File: config.mk
export PLATFORM = sky130hd
export DESIGN_NAME = panel_spi_master
export DESIGN_NICKNAME = d
export VERILOG_FILES = /design/src/rtl/panel_spi_pkg.sv /design/src/rtl/spi_regs.sv /design/src/rtl/spi_shift_engine.sv /design/src/rtl/spi_port_mux.sv /design/src/rtl/panel_spi_master.sv
export SDC_FILE = /design/constraint.sdc
export NUM_CORES = 1
export LEC_CHECK = 0
export ABC_AREA = 0
export BUFFER_PORTS_ARGS = -buffer_cell sky130_fd_sc_hd__buf_4
export CORE_MARGIN = 5
export CORE_UTILIZATION = 60
export CTS_CLUSTER_DIAMETER = 40
export DETAILED_ROUTE_END_ITERATION = 8
export PLACE_DENSITY = 0.86
export SLEW_MARGIN = 40
export SYNTH_ARGS = -nofsm -noshare
export SYNTH_HDL_FRONTEND = slang
export SYNTH_SLANG_ARGS = --single-unit
export TNS_END_PERCENT = 100
File: constraint.sdc
create_clock -name clk -period 4.7 [get_ports clk]
set_input_delay 0.235 -clock clk [delete_from_list [all_inputs] [get_ports clk]]
set_output_delay 0.235 -clock clk [all_outputs]
set_load 0.02 [all_outputs]
File: src/rtl/panel_spi_pkg.sv
package panel_spi_pkg;

  localparam int unsigned REG_W    = 32;
  localparam int unsigned OFS_CTRL = 'h180;
  localparam int unsigned OFS_TX   = 'h184;
  localparam int unsigned OFS_RX   = 'h188;
  localparam int unsigned OFS_STAT = 'h18C;

  typedef struct packed {
    logic [7:0] div;
    logic [7:0] rxf;
    logic [7:0] txf;
    logic       cpol;
    logic       keep;
    logic [1:0] rsvd;
    logic       en;
    logic       port;
    logic       three;
    logic       start;
  } ctrl_t;

  // Frame length from a minus-one field, clamped to 2..32.
  function automatic logic [5:0] frame_bits(input logic [7:0] f);
    if (f < 8'd1)       return 6'd2;
    else if (f > 8'd31) return 6'd32;
    else                return 6'(f + 8'd1);
  endfunction

  // Half-period length, never below 2 cycles.
  function automatic logic [7:0] half_cycles(input logic [7:0] d);
    return (d < 8'd2) ? 8'd2 : d;
  endfunction

endpackage

File: src/rtl/spi_regs.sv
module spi_regs
  import panel_spi_pkg::*;
#(
  parameter int ADDR_W = 12
) (
  input  logic              clk,
  input  logic              rst_n,
  input  logic [ADDR_W-1:0] reg_addr,
  input  logic              reg_we,
  input  logic [REG_W-1:0]  reg_wdata,
  input  logic [REG_W-1:0]  rx_word,
  input  logic              frame_end,
  input  logic              busy,
  output ctrl_t             ctrl,
  output logic [REG_W-1:0]  tx_word,
  output logic [REG_W-1:0]  reg_rdata,
  output logic              done,
  output logic              launch
);
  logic             start_q;
  logic [REG_W-1:0] rx_q;
  logic             wr_ctrl, wr_tx, wr_stat;

  assign wr_ctrl = reg_we && (reg_addr == ADDR_W'(OFS_CTRL));
  assign wr_tx   = reg_we && (reg_addr == ADDR_W'(OFS_TX));
  assign wr_stat = reg_we && (reg_addr == ADDR_W'(OFS_STAT));
  assign launch  = ctrl.start && !start_q && ctrl.en && !busy;

  always_ff @(posedge clk or negedge rst_n) begin
    if (!rst_n) begin
      ctrl    <= '0;
      tx_word <= '0;
      rx_q    <= '0;
      done    <= 1'b0;
      start_q <= 1'b0;
    end else begin
      start_q <= ctrl.start;
      if (wr_ctrl) begin
        ctrl      <= ctrl_t'(reg_wdata);
        ctrl.rsvd <= 2'b00;
      end
      if (wr_tx) tx_word <= reg_wdata;
      if (frame_end) begin
        rx_q <= rx_word;
        done <= 1'b1;
      end else if (wr_stat && !reg_wdata[0]) begin
        done <= 1'b0;
      end
    end
  end

  always_comb begin
    case (reg_addr)
      ADDR_W'(OFS_CTRL): reg_rdata = ctrl;
      ADDR_W'(OFS_TX):   reg_rdata = tx_word;
      ADDR_W'(OFS_RX):   reg_rdata = rx_q;
      ADDR_W'(OFS_STAT): reg_rdata = {{(REG_W-1){1'b0}}, done};
      default:           reg_rdata = '0;
    endcase
  end
endmodule

File: src/rtl/spi_shift_engine.sv
module spi_shift_engine
  import panel_spi_pkg::*;
(
  input  logic             clk,
  input  logic             rst_n,
  input  logic             launch,
  input  logic [REG_W-1:0] tx_word,
  input  logic [5:0]       tx_bits,
  input  logic [5:0]       rx_bits,
  input  logic [7:0]       half,
  input  logic             three_wire,
  input  logic             keep,
  input  logic             enable,
  input  logic             sdi,
  output logic             busy,
  output logic             in_rx,
  output logic             sclk_act,
  output logic             cs_act,
  output logic             sdo_bit,
  output logic             sdo_en,
  output logic             frame_end,
  output logic [REG_W-1:0] rx_word
);
  logic             phase;
  logic [7:0]       hcnt, half_q;
  logic [5:0]       left;
  logic [REG_W-1:0] sh, rsh;
  logic             hold, three_q;
  logic             half_done;

  assign half_done = busy && (hcnt == 8'd0);
  assign frame_end = half_done && phase && (left == 6'd1) && (in_rx || !three_q);
  assign cs_act    = busy || hold;
  assign sclk_act  = busy && phase;
  assign sdo_bit   = busy && !in_rx && sh[REG_W-1];
  assign sdo_en    = cs_act && !(busy && in_rx);
  assign rx_word   = rsh;

  always_ff @(posedge clk or negedge rst_n) begin
    if (!rst_n) begin
      busy <= 1'b0; in_rx <= 1'b0; phase <= 1'b0; hcnt <= '0; half_q <= 8'd2;
      left <= '0; sh <= '0; rsh <= '0; hold <= 1'b0; three_q <= 1'b0;
    end else if (launch) begin
      busy    <= 1'b1;
      in_rx   <= 1'b0;
      phase   <= 1'b0;
      hcnt    <= half - 8'd1;
      half_q  <= half;
      three_q <= three_wire;
      left    <= tx_bits;
      sh      <= tx_word << (6'd32 - tx_bits);
      rsh     <= '0;
      hold    <= 1'b0;
    end else begin
      if (!keep || !enable) hold <= 1'b0;
      if (busy) begin
        if (hcnt != 8'd0) begin
          hcnt <= hcnt - 8'd1;
        end else begin
          hcnt <= half_q - 8'd1;
          if (!phase) begin
            phase <= 1'b1;
            rsh   <= {rsh[REG_W-2:0], sdi};
          end else begin
            phase <= 1'b0;
            sh    <= sh << 1;
            if (left == 6'd1) begin
              if (!in_rx && three_q) begin
                in_rx <= 1'b1;
                left  <= rx_bits;
                rsh   <= '0;
              end else begin
                busy  <= 1'b0;
                in_rx <= 1'b0;
                hold  <= keep && enable;
              end
            end else begin
              left <= left - 6'd1;
            end
          end
        end
      end
    end
  end
endmodule

File: src/rtl/spi_port_mux.sv
module spi_port_mux #(
  parameter int NPORTS = 2
) (
  input  logic              sel_port,
  input  logic              cpol,
  input  logic              sclk_act,
  input  logic              cs_act,
  input  logic              sdo_bit,
  input  logic              sdo_en,
  input  logic [NPORTS-1:0] spi_sdi,
  output logic [NPORTS-1:0] spi_sclk,
  output logic [NPORTS-1:0] spi_cs_n,
  output logic [NPORTS-1:0] spi_sdo,
  output logic [NPORTS-1:0] spi_sdo_oe,
  output logic              sdi_sel
);
  for (genvar g = 0; g < NPORTS; g++) begin : g_port
    logic mine;
    assign mine          = (32'(sel_port) == g);
    assign spi_sclk[g]   = mine ? (sclk_act ^ cpol) : cpol;
    assign spi_cs_n[g]   = !(mine && cs_act);
    assign spi_sdo[g]    = mine && sdo_bit;
    assign spi_sdo_oe[g] = mine && sdo_en;
  end
  assign sdi_sel = spi_sdi[sel_port];
endmodule

File: src/rtl/panel_spi_master.sv
module panel_spi_master
  import panel_spi_pkg::*;
#(
  parameter int ADDR_W = 12
) (
  input  logic              clk,
  input  logic              rst_n,
  input  logic [ADDR_W-1:0] reg_addr,
  input  logic              reg_we,
  input  logic [31:0]       reg_wdata,
  output logic [31:0]       reg_rdata,
  output logic              xfer_done,
  output logic [1:0]        spi_sclk,
  output logic [1:0]        spi_cs_n,
  output logic [1:0]        spi_sdo,
  output logic [1:0]        spi_sdo_oe,
  input  logic [1:0]        spi_sdi
);
  localparam int NPORTS = 2;

  ctrl_t            ctrl;
  logic [REG_W-1:0] tx_word, rx_word;
  logic             launch, busy, in_rx, frame_end;
  logic             sclk_act, cs_act, sdo_bit, sdo_en, sdi_sel;
  logic             cpol;

  assign cpol = ctrl.cpol;

  spi_regs #(.ADDR_W(ADDR_W)) u_regs (
    .clk(clk), .rst_n(rst_n), .reg_addr(reg_addr), .reg_we(reg_we),
    .reg_wdata(reg_wdata), .rx_word(rx_word), .frame_end(frame_end),
    .busy(busy), .ctrl(ctrl), .tx_word(tx_word), .reg_rdata(reg_rdata),
    .done(xfer_done), .launch(launch)
  );

  spi_shift_engine u_eng (
    .clk(clk), .rst_n(rst_n), .launch(launch), .tx_word(tx_word),
    .tx_bits(frame_bits(ctrl.txf)), .rx_bits(frame_bits(ctrl.rxf)),
    .half(half_cycles(ctrl.div)), .three_wire(ctrl.three), .keep(ctrl.keep),
    .enable(ctrl.en), .sdi(sdi_sel), .busy(busy), .in_rx(in_rx),
    .sclk_act(sclk_act), .cs_act(cs_act), .sdo_bit(sdo_bit), .sdo_en(sdo_en),
    .frame_end(frame_end), .rx_word(rx_word)
  );

  spi_port_mux #(.NPORTS(NPORTS)) u_mux (
    .sel_port(ctrl.port), .cpol(cpol), .sclk_act(sclk_act), .cs_act(cs_act),
    .sdo_bit(sdo_bit), .sdo_en(sdo_en), .spi_sdi(spi_sdi), .spi_sclk(spi_sclk),
    .spi_cs_n(spi_cs_n), .spi_sdo(spi_sdo), .spi_sdo_oe(spi_sdo_oe),
    .sdi_sel(sdi_sel)
  );
endmodule

-- Word-level counts from Yosys, hierarchy flattened
Cells that the tools add are included.
- order comparisons: 6
- reduce and logical (&&, ||, !) cells: 48
- bitwise operators: 2
- muxes and demuxes: 53
- shifts and indexed selects: 1
- $add $sub $neg: 7
- eq/ne operators: 9
- operators with widths (operator ; count):
    two-way mux 32 bit ; 10
    one-hot mux 32 bit (4 select lines) ; 1
    two-way mux 6 bit ; 10
    == test 12 x 9 -> 1 bit, second input constant ; 4
    two-way mux 8 bit ; 4
    left shift 32 x 6 -> 32 bit ; 1
    two-way mux 1 bit ; 28
    logical AND 1 bit ; 24
    subtractor 8 x 1 -> 8 bit, second input constant ; 3
    > comparator 8 x 5 -> 1 bit, second input constant ; 2
    less-than comparator 8 x 1 -> 1 bit, second input constant ; 2
    adder 6 x 1 -> 6 bit, second input constant ; 2
    AND reduction 4 bit ; 3
    logical NOT 1 bit ; 10
    inequality test 3 bit, second input constant ; 3
    logical NOT 8 bit ; 1
    less-than comparator 8 x 2 -> 1 bit, second input constant ; 1
    nonzero test 2 bit ; 4
    nonzero test 8 bit ; 1
    == test 6 x 1 -> 1 bit, second input constant ; 1
    subtractor 6 x 1 -> 6 bit, second input constant ; 1
    subtractor 6 bit, first input constant ; 1
    logical OR 1 bit ; 3
    AND reduction 3 bit ; 1
    other kinds (5) ; 5
- output and inout bits: 41
- flip-flop bits (word level): 187
- input port bits: 49
- word-level logic and storage cells: 149

-- Longest topological paths before layout
Gate-level depths: netlist of the first run.
- word-level depth: 9
- mapped depth: 17
- depth with buffers taken out: 13

-- Cells and area by module
A second synthesis of the first run with hierarchy kept.
- cell total of the unflattened synthesis: 1079
- area total of the unflattened synthesis: 11003.1 um^2
- by module, submodules not included (module ; sequential area each (um^2) ; times used ; cells an instance ; area each (um^2)):
    spi_shift_engine ; 2278.4 ; 1 ; 662 ; 6034.5
    spi_regs ; 2402.3 ; 1 ; 354 ; 4518.1
    panel_spi_master ; 0.0 ; 1 ; 52 ; 374.1
    spi_port_mux ; 0.0 ; 1 ; 11 ; 76.3

-- Worst setup path after synthesis of the first run
No wires, ideal clock.
- path kind: register to register
- start point: register, netlist name u_regs.ctrl[8]
- end point: register u_eng.sh[18]
- clock period less this slack: 3771 ps
- setup time: 126 ps
- arrival: 3645 ps
- setup slack: 929 ps
- buffers on the path: 3
- data required time: 4574 ps
- cell stages (with the launch flop): 17
- path through: dfrtp_1 -> inv_1 -> ha_1 -> nor4b_4 -> nor3_4 -> inv_2 -> buf_2 -> buf_2 -> ha_1 -> xnor3_1 -> clkbuf_1 -> mux2i_1 -> a22oi_1 -> nand3_1 -> a21bo_1 -> mux2_2 -> a221o_1
- longest elaborated chain between the ends: 6
- elaborated cells on any way between the ends: 8
- classes of those cells: 2 x add/sub; 2 x order compare; 1 x shift; 3 x mux
- RTL lines (element ; line ; RTL):
    > comparator 8 x 5 -> 1 bit or adder 6 x 1 -> 6 bit (tied branches) ; panel_spi_pkg.sv:25, panel_spi_pkg.sv:26 ;
    two-way mux 6 bit ; panel_spi_pkg.sv:25 ; else if (f > 8'd31) return 6'd32;
    two-way mux 6 bit (*) ; panel_spi_pkg.sv:24 ; if (f < 8'd1) return 6'd2;
    subtractor 6 bit (*) ; spi_shift_engine.sv:51 ; sh <= tx_word << (6'd32 - tx_bits);
    left shift 32 x 6 -> 32 bit (*) ; spi_shift_engine.sv:51 ;
    two-way mux 32 bit (*) ; spi_shift_engine.sv:43 ; end else if (launch) begin
    end signal, assigned ; spi_shift_engine.sv:51 ;
    end signal, assigned ; spi_shift_engine.sv:66 ; sh <= sh << 1;
    end, declared ; spi_shift_engine.sv:27 ; logic [REG_W-1:0] sh, rsh;
Every way passes the cells marked *; elsewhere a longest branch is shown, timed or not.
A chain may end at the register's enable or synchronous reset.

-- Worst setup path in the final report of the first run
- start point: register, netlist name u_regs.ctrl[8]
- end point: register u_eng.sh[18]
- longest elaborated chain between the ends: 6
- elaborated cells on any way between the ends: 8
- classes of those cells: 2 x add/sub; 2 x order compare; 1 x shift; 3 x mux
- RTL lines (element ; line):
    > comparator 8 x 5 -> 1 bit or adder 6 x 1 -> 6 bit (tied branches) ; panel_spi_pkg.sv:25, panel_spi_pkg.sv:26
    two-way mux 6 bit ; panel_spi_pkg.sv:25
    two-way mux 6 bit (*) ; panel_spi_pkg.sv:24
    subtractor 6 bit (*) ; spi_shift_engine.sv:51
    left shift 32 x 6 -> 32 bit (*) ; spi_shift_engine.sv:51
    two-way mux 32 bit (*) ; spi_shift_engine.sv:43
Marked as above.

==> metrics.cfg, run 1 <==
[die]
die_y_um = 144
rows = 49
die_area_um2 = 20800
fp.dieW_um = 144
coreArea_um2 = 17800
boundaryPins = 90
start_util = 0.605

[run_status]
status = finished, final reports clean

[setup_path]
worstPathMaxFanout = 30
r2r-start = u_regs.ctrl[8]$_DFFE_PN0P_
end_kind = flip-flop
rrSetupSlack_ns = 0.81
reg2reg_depth = 13
critical_path_class = reg2reg
critPathRequiredTime_ns = 5.02
cp-start-kind = flip-flop
cp_data_arrival_time_ns = 4.20
worstReg2RegEnd = u_eng.sh[18]$_DFFE_PN0P_

[sta]
holdWs_ns = 0.0223
final-max-slew-violation-count = 0
final.min_clock_period_ns = 3.89
setup_viol = 0
fin_crit_sh = 0.827
relSlewSlack = 0.459
fmax_ghz = 0.257
worst_clock_skew_ns = 0.0178
hold_viol_final = 0
worst-slew-pin-transition_ns = 0.812
setup_tns_ns = 0
rsz0062_at_grt = no

[yosys]
synth_cell_types = 79
synth_area_per_cell_um2 = 10.4
ys_seq_elements = 187
yosysWarnings = 0
synth_flop_cell = dfrtp_1
synth_most_common_cell = dfrtp_1
synthCells = 1043
synth_seq_area_share = 0.433
yosys.area.top_type = dfrtp_1
synth_area_leaders = dfrtp_1 43%, mux2_2 11%, mux4_2 5.6%, mux2i_1 5.1%, nor2_1 3.8%
synth_top_cell_area_share = 0.431
async_flop_share = 1.00
synth_area_um2 = 10800
syn-num-nets = 1100
synth_edf_count = 0
yosys-top-cells-count = 186 x dfrtp_1, 108 x nor2_1, 105 x mux2_2, 74 x nand2_1

[place]
dpl_cell_area_um2 = 11600
dp.cells = 1302
port_buffers = 89
gp_congestion = 0.957
dp_hpwl_um = 20800

[clocking]
clock_path_buffers = 2
cts_sinks = 187
tritoncts = built
cts_root_buf = clkbuf_16
numCtsBuffers = 17
clk_pin_slew_ns = 0.08
h-tree-depth = 4
clock_latency_ns = 0.45

[route]
ant_nets = 0
routedWlPerCell_um = 23.3
viasPerCell = 6.83
wl_um = 31200
dr.pass1.iters = 9
route.detailed.drc = 0
drt_iter0_drc = 1138
vias = 9126

[layout]
antennaDiodeCount = 0
area_growth_pct = 13.9
layout-drive-gt1-share = 0.271
fin_cells = 1336
finalInstanceArea_um2 = 12300
layout.nets = 1151

[global_routing]
grt_usage = 0.314
grt_max_degree = 97
overflow = 0
antenna_found_initial = 0
grt_pass1_wl_um = 50500
grt_pass1_vias = 9020

[worst_hold_path]
hold_path_depth = 3
hold_path_end = u_regs.tx_word[9]$_DFFE_PN0P_
hp-class = in2reg
hp-start = reg_wdata[9]

[power]
ir_worst_vdd_mv = 0.249
finalPower_w = 0.00333
cellPowerDensity_nw_per_um2 = 270
power.leakage_nw = 5.75

[flow_run]
maxCapViolCount = 0

## worst max-delay path: stages (launching register included)
cell	delay, ns
dfrtp_1	0.49
inv_1	0.15
ha_1	0.18
nor4b_4	0.40
nor3_4	0.06
inv_2	0.07
ha_1	0.48
nand4_2	0.26
nand2_2	0.13
buf_4	0.32
mux4_2	0.37
mux2_2	0.29
mux2_2	0.26
a221o_1	0.29
## state kept, by name (all words and copies together) (netlist names), 6 cells and up
| register | flops |
|---|---|
| u_eng.left | 6 |
| u_regs.rx_q | 32 |
| u_eng.rx_word | 32 |
| u_eng.hcnt | 8 |
| u_eng.sh | 32 |
| u_regs.tx_word | 32 |
| u_eng.half_q | 8 |
| u_regs.ctrl | 30 |
## placed cells by master (no fill, tap or decap), types with 8 or more instances in the layout
master	synthesis	layout
dfrtp_1	186	186
buf_4	0	111
nor2_1	108	107
mux2_2	105	105
nand2_1	74	73
o21ai_0	57	57
mux2i_1	55	55
a21oi_1	55	54
nand3_1	32	32
a22o_1	32	32
mux4_2	27	27
o211ai_1	19	19
inv_1	17	17
clkbuf_16	0	17
xnor2_1	12	12
nand4_1	12	12
nor3_1	10	10
a31oi_1	12	10
o221ai_1	9	9
xor2_1	8	8
ha_1	8	8
## report_power, final
part	leakage (nW)	switching, W	total [W]	internal, W
clock	0.305	0.000750	0.00153	0.000783
combinational	2.84	0.000109	0.000177	0.0000676
sequential	2.60	0.00000605	0.00162	0.00161
total	5.75	0.000865	0.00333	0.00246
## layer usage
| metal | vias up | track usage | wire length, um |
|---|---|---|---|
| li1 | 3971 | - | - |
| met5 | - | 0 | 0 |
| met3 | 111 | 0.0708 | 2890 |
| met2 | 548 | 0.486 | 14600 |
| met1 | 4496 | 0.430 | 12400 |
| met4 | 0 | 0.133 | 1260 |
## timing repair
action / CTS / global route
resized for setup: 0 / 0
setup buffers: 0 / 0
endpoints found under the setup margin: 0 / 0
hold buffers: 1 / 0
hold endpoints to repair: 94 / 0
## final cells by class
| type | instances | area [um^2] |
|---|---|---|
| clock inverter | 15 | 219 |
| sequential | 187 | 4680 |
| multi-input combinational | 756 | 5760 |
| inverter | 18 | 67.6 |
| clock buffer | 17 | 425 |
| tap | 229 | 287 |
| fill | 1267 | 5540 |
| timing repair buffer | 114 | 863 |
## logic make-up (layout without fill, tap and decap cells)
kind of cell | count (synthesis) | in the layout | share of synthesized area
and+or+nand+nor | 284 | 284 | 0.124
AOI/OAI and AO/OA | 256 | 256 | 0.160
muxes | 187 | 187 | 0.217
DFF | 187 | 187 | 0.433
buffers and inverters | 100 | 164 | 0.0381
xor gates and xnor gates | 21 | 21 | 0.0183
adders and majority gates | 8 | 8 | 0.00927
## stage by stage
stage	utilization	setup WS (ns)
after floorplan	-	0.929
after global placement	0.651	0.983
after detailed placement	0.652	0.883
after CTS	0.689	0.872
after global routing	0.690	0.542
final	0.690	0.815
## worst max path at each step
stage                                           from                        to  slack (ns)  cells after the start
after global routing      u_regs.ctrl[8]$_DFFE_PN0P_  u_eng.sh[18]$_DFFE_PN0P_        0.54                     13
final                     u_regs.ctrl[8]$_DFFE_PN0P_  u_eng.sh[18]$_DFFE_PN0P_        0.81                     13
after CTS                 u_regs.ctrl[8]$_DFFE_PN0P_  u_eng.sh[18]$_DFFE_PN0P_        0.87                     13
after global placement    u_regs.ctrl[8]$_DFFE_PN0P_  u_eng.sh[18]$_DFFE_PN0P_        0.98                     13
after detailed placement  u_regs.ctrl[8]$_DFFE_PN0P_  u_eng.sh[18]$_DFFE_PN0P_        0.88                     13
after floorplan           u_regs.ctrl[8]$_DFFE_PN0P_  u_eng.sh[18]$_DFFE_PN0P_        0.93                     16
(Power assumes the default switching activity.)
==> run 2: changes to the inputs <==
--- a/config.mk
+++ b/config.mk
@@ -8,10 +8,10 @@
 export ABC_AREA = 0
 export BUFFER_PORTS_ARGS = -buffer_cell sky130_fd_sc_hd__buf_4
 export CORE_MARGIN = 5
-export CORE_UTILIZATION = 60
+export CORE_UTILIZATION = 55
 export CTS_CLUSTER_DIAMETER = 40
 export DETAILED_ROUTE_END_ITERATION = 8
-export PLACE_DENSITY = 0.86
+export PLACE_DENSITY = 0.83
 export SLEW_MARGIN = 40
 export SYNTH_ARGS = -nofsm -noshare
 export SYNTH_HDL_FRONTEND = slang
==> constraint.sdc (replaced) <==
create_clock -name clk -period 3.3 [get_ports clk]
set_input_delay 0.165 -clock clk [delete_from_list [all_inputs] [get_ports clk]]
set_output_delay 0.165 -clock clk [all_outputs]
set_load 0.02 [all_outputs]
==> metrics.cfg, run 2 (same netlist as run 1, synthesis figures left out) <==
[route]
viasPerCell = 6.62
drt_iter0_drc = 965
vias = 9491
dr.pass1.iters = 5
route.detailed.drc = 0
routedWlPerCell_um = 22.8
wl_um = 32700
ant_nets = 0

[die]
die_area_um2 = 22500
start_util = 0.557
die_y_um = 150
rows = 51
fp.dieW_um = 150
coreArea_um2 = 19400
boundaryPins = 90

[sta]
final.min_clock_period_ns = 3.17
final-max-slew-violation-count = 0
relSlewSlack = 0.528
worst-slew-pin-transition_ns = 0.701
hold_viol_final = 0
worst_clock_skew_ns = 0.0153
fin_crit_sh = 0.960
setup_viol = 0
fmax_ghz = 0.316
layout_setup_ws_ns = 0.133

[layout]
mostFrequentLayoutCells = 185 x dfrtp_1, 137 x buf_4, 107 x nor2_1, 105 x mux2_2, 74 x nand2_1
seqCellArea_um2 = 4680
fin_cells = 1434
antennaDiodeCount = 0
num-fill-cells = 1415
final_common_cell = dfrtp_1
layout-drive-gt1-share = 0.282
multiInputGateArea_um2 = 5760
finalInstanceArea_um2 = 13000
area_growth_pct = 20.0
layout.nets = 1213

[run_status]
status = finished, final reports clean

[clocking]
cts_root_buf = clkbuf_16
tritoncts = built
clock_latency_ns = 0.45
cts_sinks = 187
clk_pin_slew_ns = 0.08
clock_path_buffers = 2
numCtsBuffers = 17
h-tree-depth = 4

[power]
cellPowerDensity_nw_per_um2 = 372
ir_worst_vdd_mv = 0.358
power.leakage_nw = 6.06
finalPower_w = 0.00482

[global_routing]
antenna_found_initial = 0
grt_max_degree = 64
grt_pass1_vias = 9360
grt_pass1_wl_um = 52400
grt_usage = 0.298
overflow = 0

[place]
port_buffers = 89
gp_congestion = 0.979
dp.cells = 1364
dpl_cell_area_um2 = 11900
dp_hpwl_um = 21600
place_ws_ns = 0.0945

[setup_path]
critPathRequiredTime_ns = 3.63
end_kind = flip-flop
rrSetupSlack_ns = 0.13
reg2reg_depth = 12
r2r-start = u_regs.ctrl[8]$_DFFE_PN0P_
worstPathMaxFanout = 10
crit_path_start = u_regs.ctrl[8]$_DFFE_PN0P_
worstReg2RegEnd = u_eng.sh[18]$_DFFE_PN0P_
cp-start-kind = flip-flop
crit_end = u_eng.sh[18]$_DFFE_PN0P_
critical_path_class = reg2reg
cp_data_arrival_time_ns = 3.50

[worst_hold_path]
hp-class = in2reg

[flow_run]
maxCapViolCount = 0

run 2: changes by cell type in the layout (fill, tap and decap cells not counted), sizes merged:
cell         delta
inv             +2
clkinv          -1
buf            +29
clkinvlp        -1
clkbuf          +1
dlygate4sd3    +32
run 2: timing repair:
item / in CTS / in global routing
endpoints found under the setup margin: 0 / 11
resized for setup: 0 / 3
endpoints found under the hold margin: 122 / 0
hold buffers: 33 / 0
setup buffers: 0 / 5
run 2: how the worst min path moves through the flow:
| stage | end | slack (ns) | start | cells past startpoint |
|---|---|---|---|---|
| 2_1_floorplan | u_eng.busy$_DFF_PN0_ | -0.13 | rst_n | 0 |
| 3_5_place_dp | u_eng.hcnt[4]$_DFFE_PN0P_ | 0.18 | rst_n | 1 |
| 5_1_grt | u_eng.rx_word[0]$_DFFE_PN0P_ | 0.07 | spi_sdi[0] | 3 |
| 6_report | u_eng.rx_word[0]$_DFFE_PN0P_ | 0.06 | spi_sdi[0] | 3 |
| 4_1_cts | u_eng.rx_word[0]$_DFFE_PN0P_ | 0.06 | spi_sdi[1] | 3 |
| 3_3_place_gp | u_eng.hcnt[4]$_DFFE_PN0P_ | 0.18 | rst_n | 1 |
run 2: report_power, final:
part	leakage (nW)	internal (W)	total (W)	switching, W
Sequential	2.60	0.00229	0.00230	0.00000832
Clock	0.314	0.00113	0.00221	0.00108
Combinational	3.14	0.000135	0.000305	0.000169
Total	6.06	0.00356	0.00482	0.00126
run 2: stage by stage:
step	hold slack, ns	util	TNS, ns
floorplan	-0.131	-	0
global placement	0.175	0.615	0
detailed placement	0.176	0.615	0
CTS	0.0601	0.666	0
global route	0.0666	0.668	-0.0745
finish	0.0619	0.668	0
run 2: metal layers:
metal	wire length (um)	track usage	vias to the layer above
met1	13000	0.403	4679
met3	3170	0.0665	102
li1	-	-	4105
met2	15400	0.468	605
met4	1100	0.122	0
met5	0	0	-
run 2: area by class of cell:
cell class / count / area share
clock buffers: 17 / 0.0328
inverters: 18 / 0.00521
well taps: 265 / 0.0256
multi-input cells: 756 / 0.445
clock inverters: 15 / 0.0176
flip-flops and latches: 187 / 0.361
repair buffers: 176 / 0.113
run 2: critical path, stage by stage, from the launching register on:
cell and delay [ns]:
dfrtp_2 0.40, inv_1 0.10, ha_1 0.18, nor4b_4 0.27, o21ai_0 0.20, ha_4 0.26, buf_4 0.14, a31o_4 0.22
nand2_2 0.09, mux4_2 0.32, mux2_2 0.29, mux2_2 0.27, a221o_1 0.30
==> run 3: changes to the inputs <==
--- a/config.mk
+++ b/config.mk
@@ -8,10 +8,11 @@
 export ABC_AREA = 0
 export BUFFER_PORTS_ARGS = -buffer_cell sky130_fd_sc_hd__buf_4
 export CORE_MARGIN = 5
-export CORE_UTILIZATION = 55
+export CORE_UTILIZATION = 56
+export CTS_BUF_LIST = sky130_fd_sc_hd__clkbuf_4 sky130_fd_sc_hd__clkbuf_8
 export CTS_CLUSTER_DIAMETER = 40
 export DETAILED_ROUTE_END_ITERATION = 8
-export PLACE_DENSITY = 0.83
+export PLACE_DENSITY_LB_ADDON = 0.25
 export SLEW_MARGIN = 40
 export SYNTH_ARGS = -nofsm -noshare
 export SYNTH_HDL_FRONTEND = slang
==> metrics.cfg, run 3 (same netlist as run 1, synthesis figures left out) <==
[run_status]
status = finished, final reports clean

[clocking]
cts_sinks = 187
clock_path_buffers = 2
numCtsBuffers = 17
tritoncts = built
cts_root_buf = clkbuf_8
h-tree-depth = 4
clock_latency_ns = 0.48
clk_pin_slew_ns = 0.12

[sta]
worst-slew-pin-transition_ns = 0.719
setup_viol = 0
relSlewSlack = 0.516
setup_tns_ns = 0
fmax_ghz = 0.322
hold_viol_final = 0
rsz0062_at_grt = no
fin_crit_sh = 0.942
final.min_clock_period_ns = 3.11
layout_setup_ws_ns = 0.192
final-max-slew-violation-count = 0
worst_clock_skew_ns = 0.0239

[setup_path]
cp_data_arrival_time_ns = 3.44
crit_chain = inv_1 -> ha_1 -> nor4b_4 -> o21ai_2 -> ha_4 -> xnor3_2 -> mux2_2 -> o21ai_1 -> mux2i_1 -> o22ai_1 -> o221ai_1
cp-start-kind = flip-flop
end_kind = flip-flop
critical-path-max-stage-delay_ns = 0.45
worstPathMaxFanout = 9
slowest_stage = dfrtp_2
critPathRequiredTime_ns = 3.63
critical_path_class = reg2reg

[die]
coreArea_um2 = 18800
rows = 50
boundaryPins = 90
die_area_um2 = 22200
start_util = 0.574
fp.dieW_um = 149
die_y_um = 149

[power]
power.leakage_nw = 5.96
ir_worst_vdd_mv = 0.296
finalPower_w = 0.00425
cellPowerDensity_nw_per_um2 = 333

[route]
dr.pass1.iters = 6
wl_um = 30200
viasPerCell = 6.28
drt_iter0_drc = 637
routedWlPerCell_um = 21.2
ant_nets = 0
vias = 8974
route.detailed.drc = 0

[global_routing]
grt_pass1_vias = 8743
antenna_found_initial = 0
overflow = 0
grt_pass1_wl_um = 48600
grt_usage = 0.278
grt_max_degree = 74

[layout]
layout-drive-gt1-share = 0.282
area_growth_pct = 18.0
finalInstanceArea_um2 = 12700
antennaDiodeCount = 0
layout.nets = 1212
final_core_util = 0.677
final_common_cell = dfrtp_1
mostFrequentLayoutCells = 185 x dfrtp_1, 134 x buf_4, 107 x nor2_1, 105 x mux2_2, 74 x nand2_1

[place]
place_ws_ns = 0.0236
port_buffers = 89
dp_hpwl_um = 21300
dpl_cell_area_um2 = 11900
gp_congestion = 0.932

[flow_run]
maxCapViolCount = 0

[worst_hold_path]
hp-class = in2reg

run 3: stage by stage:
stage / instances / hold slack, ns
2_1_floorplan: 1043 / -0.131
3_3_place_gp: 1355 / 0.216
3_5_place_dp: 1355 / 0.222
4_1_cts: 1422 / 0.0350
5_1_grt: 1428 / 0.0399
6_report: 1428 / 0.0559
run 3: final cells by class:
type                            count  area (um^2)
Tap cell                          260          325
Sequential cell                   187         4680
Clock inverter                     15          204
Inverter                           18         67.6
Fill cell                        1448         6080
Timing Repair Buffer              175         1460
Clock buffer                       17          234
Multi-Input combinational cell    756         5770
run 3: path summary, 6_finish.rpt:
path	from	endpoint	slack, ns	cells past startpoint
max in group asynchronous	rst_n	u_eng.rx_word[8]$_DFFE_PN0P_	2.28	3
setup / recovery	u_regs.ctrl[8]$_DFFE_PN0P_	u_eng.sh[30]$_DFFE_PN0P_	0.19	11
hold reg to reg	u_eng.half_q[6]$_DFFE_PN0N_	u_eng.half_q[6]$_DFFE_PN0N_	0.49	2
setup reg to reg	u_regs.ctrl[8]$_DFFE_PN0P_	u_eng.sh[30]$_DFFE_PN0P_	0.19	11
hold / removal	reg_we	u_regs.done$_DFFE_PN0P_	0.06	4
min in group asynchronous	rst_n	u_eng.rx_word[29]$_DFFE_PN0P_	0.23	2
run 3: metal layers:
layer | vias up | track usage | part of all wire
met3 | 61 | 0.0559 | 0.062
li1 | 4088 | - | -
met1 | 4490 | 0.393 | 0.44
met4 | 0 | 0.0892 | 0.029
met5 | - | 0 | 0
met2 | 335 | 0.433 | 0.46
run 3: what timing repair did:
item | 4_1_cts | 5_1_grt
hold endpoints to repair | 134 | 0
resized for setup | 1 | 5
setup buffers | 0 | 6
setup endpoints to repair | 2 | 16
pin swaps | 0 | 1
hold buffers | 35 | 0
run 3: report_power, final:
group,total (W),switching (W),internal [W]
clock network,0.00165,0.00104,0.000611
logic,0.000300,0.000163,0.000137
registers,0.00230,0.00000817,0.00229
run 3: worst max-delay path, delay by kind of cell, from the launching register on:
kind | cells | cell delay, ns
AOI/OAI and AO/OA | 4 | 0.84
muxes | 2 | 0.51
DFF | 1 | 0.45
adders and majority gates | 2 | 0.41
and+or+nand+nor | 1 | 0.33
xor gates and xnor gates | 1 | 0.31
buffers and inverters | 1 | 0.12
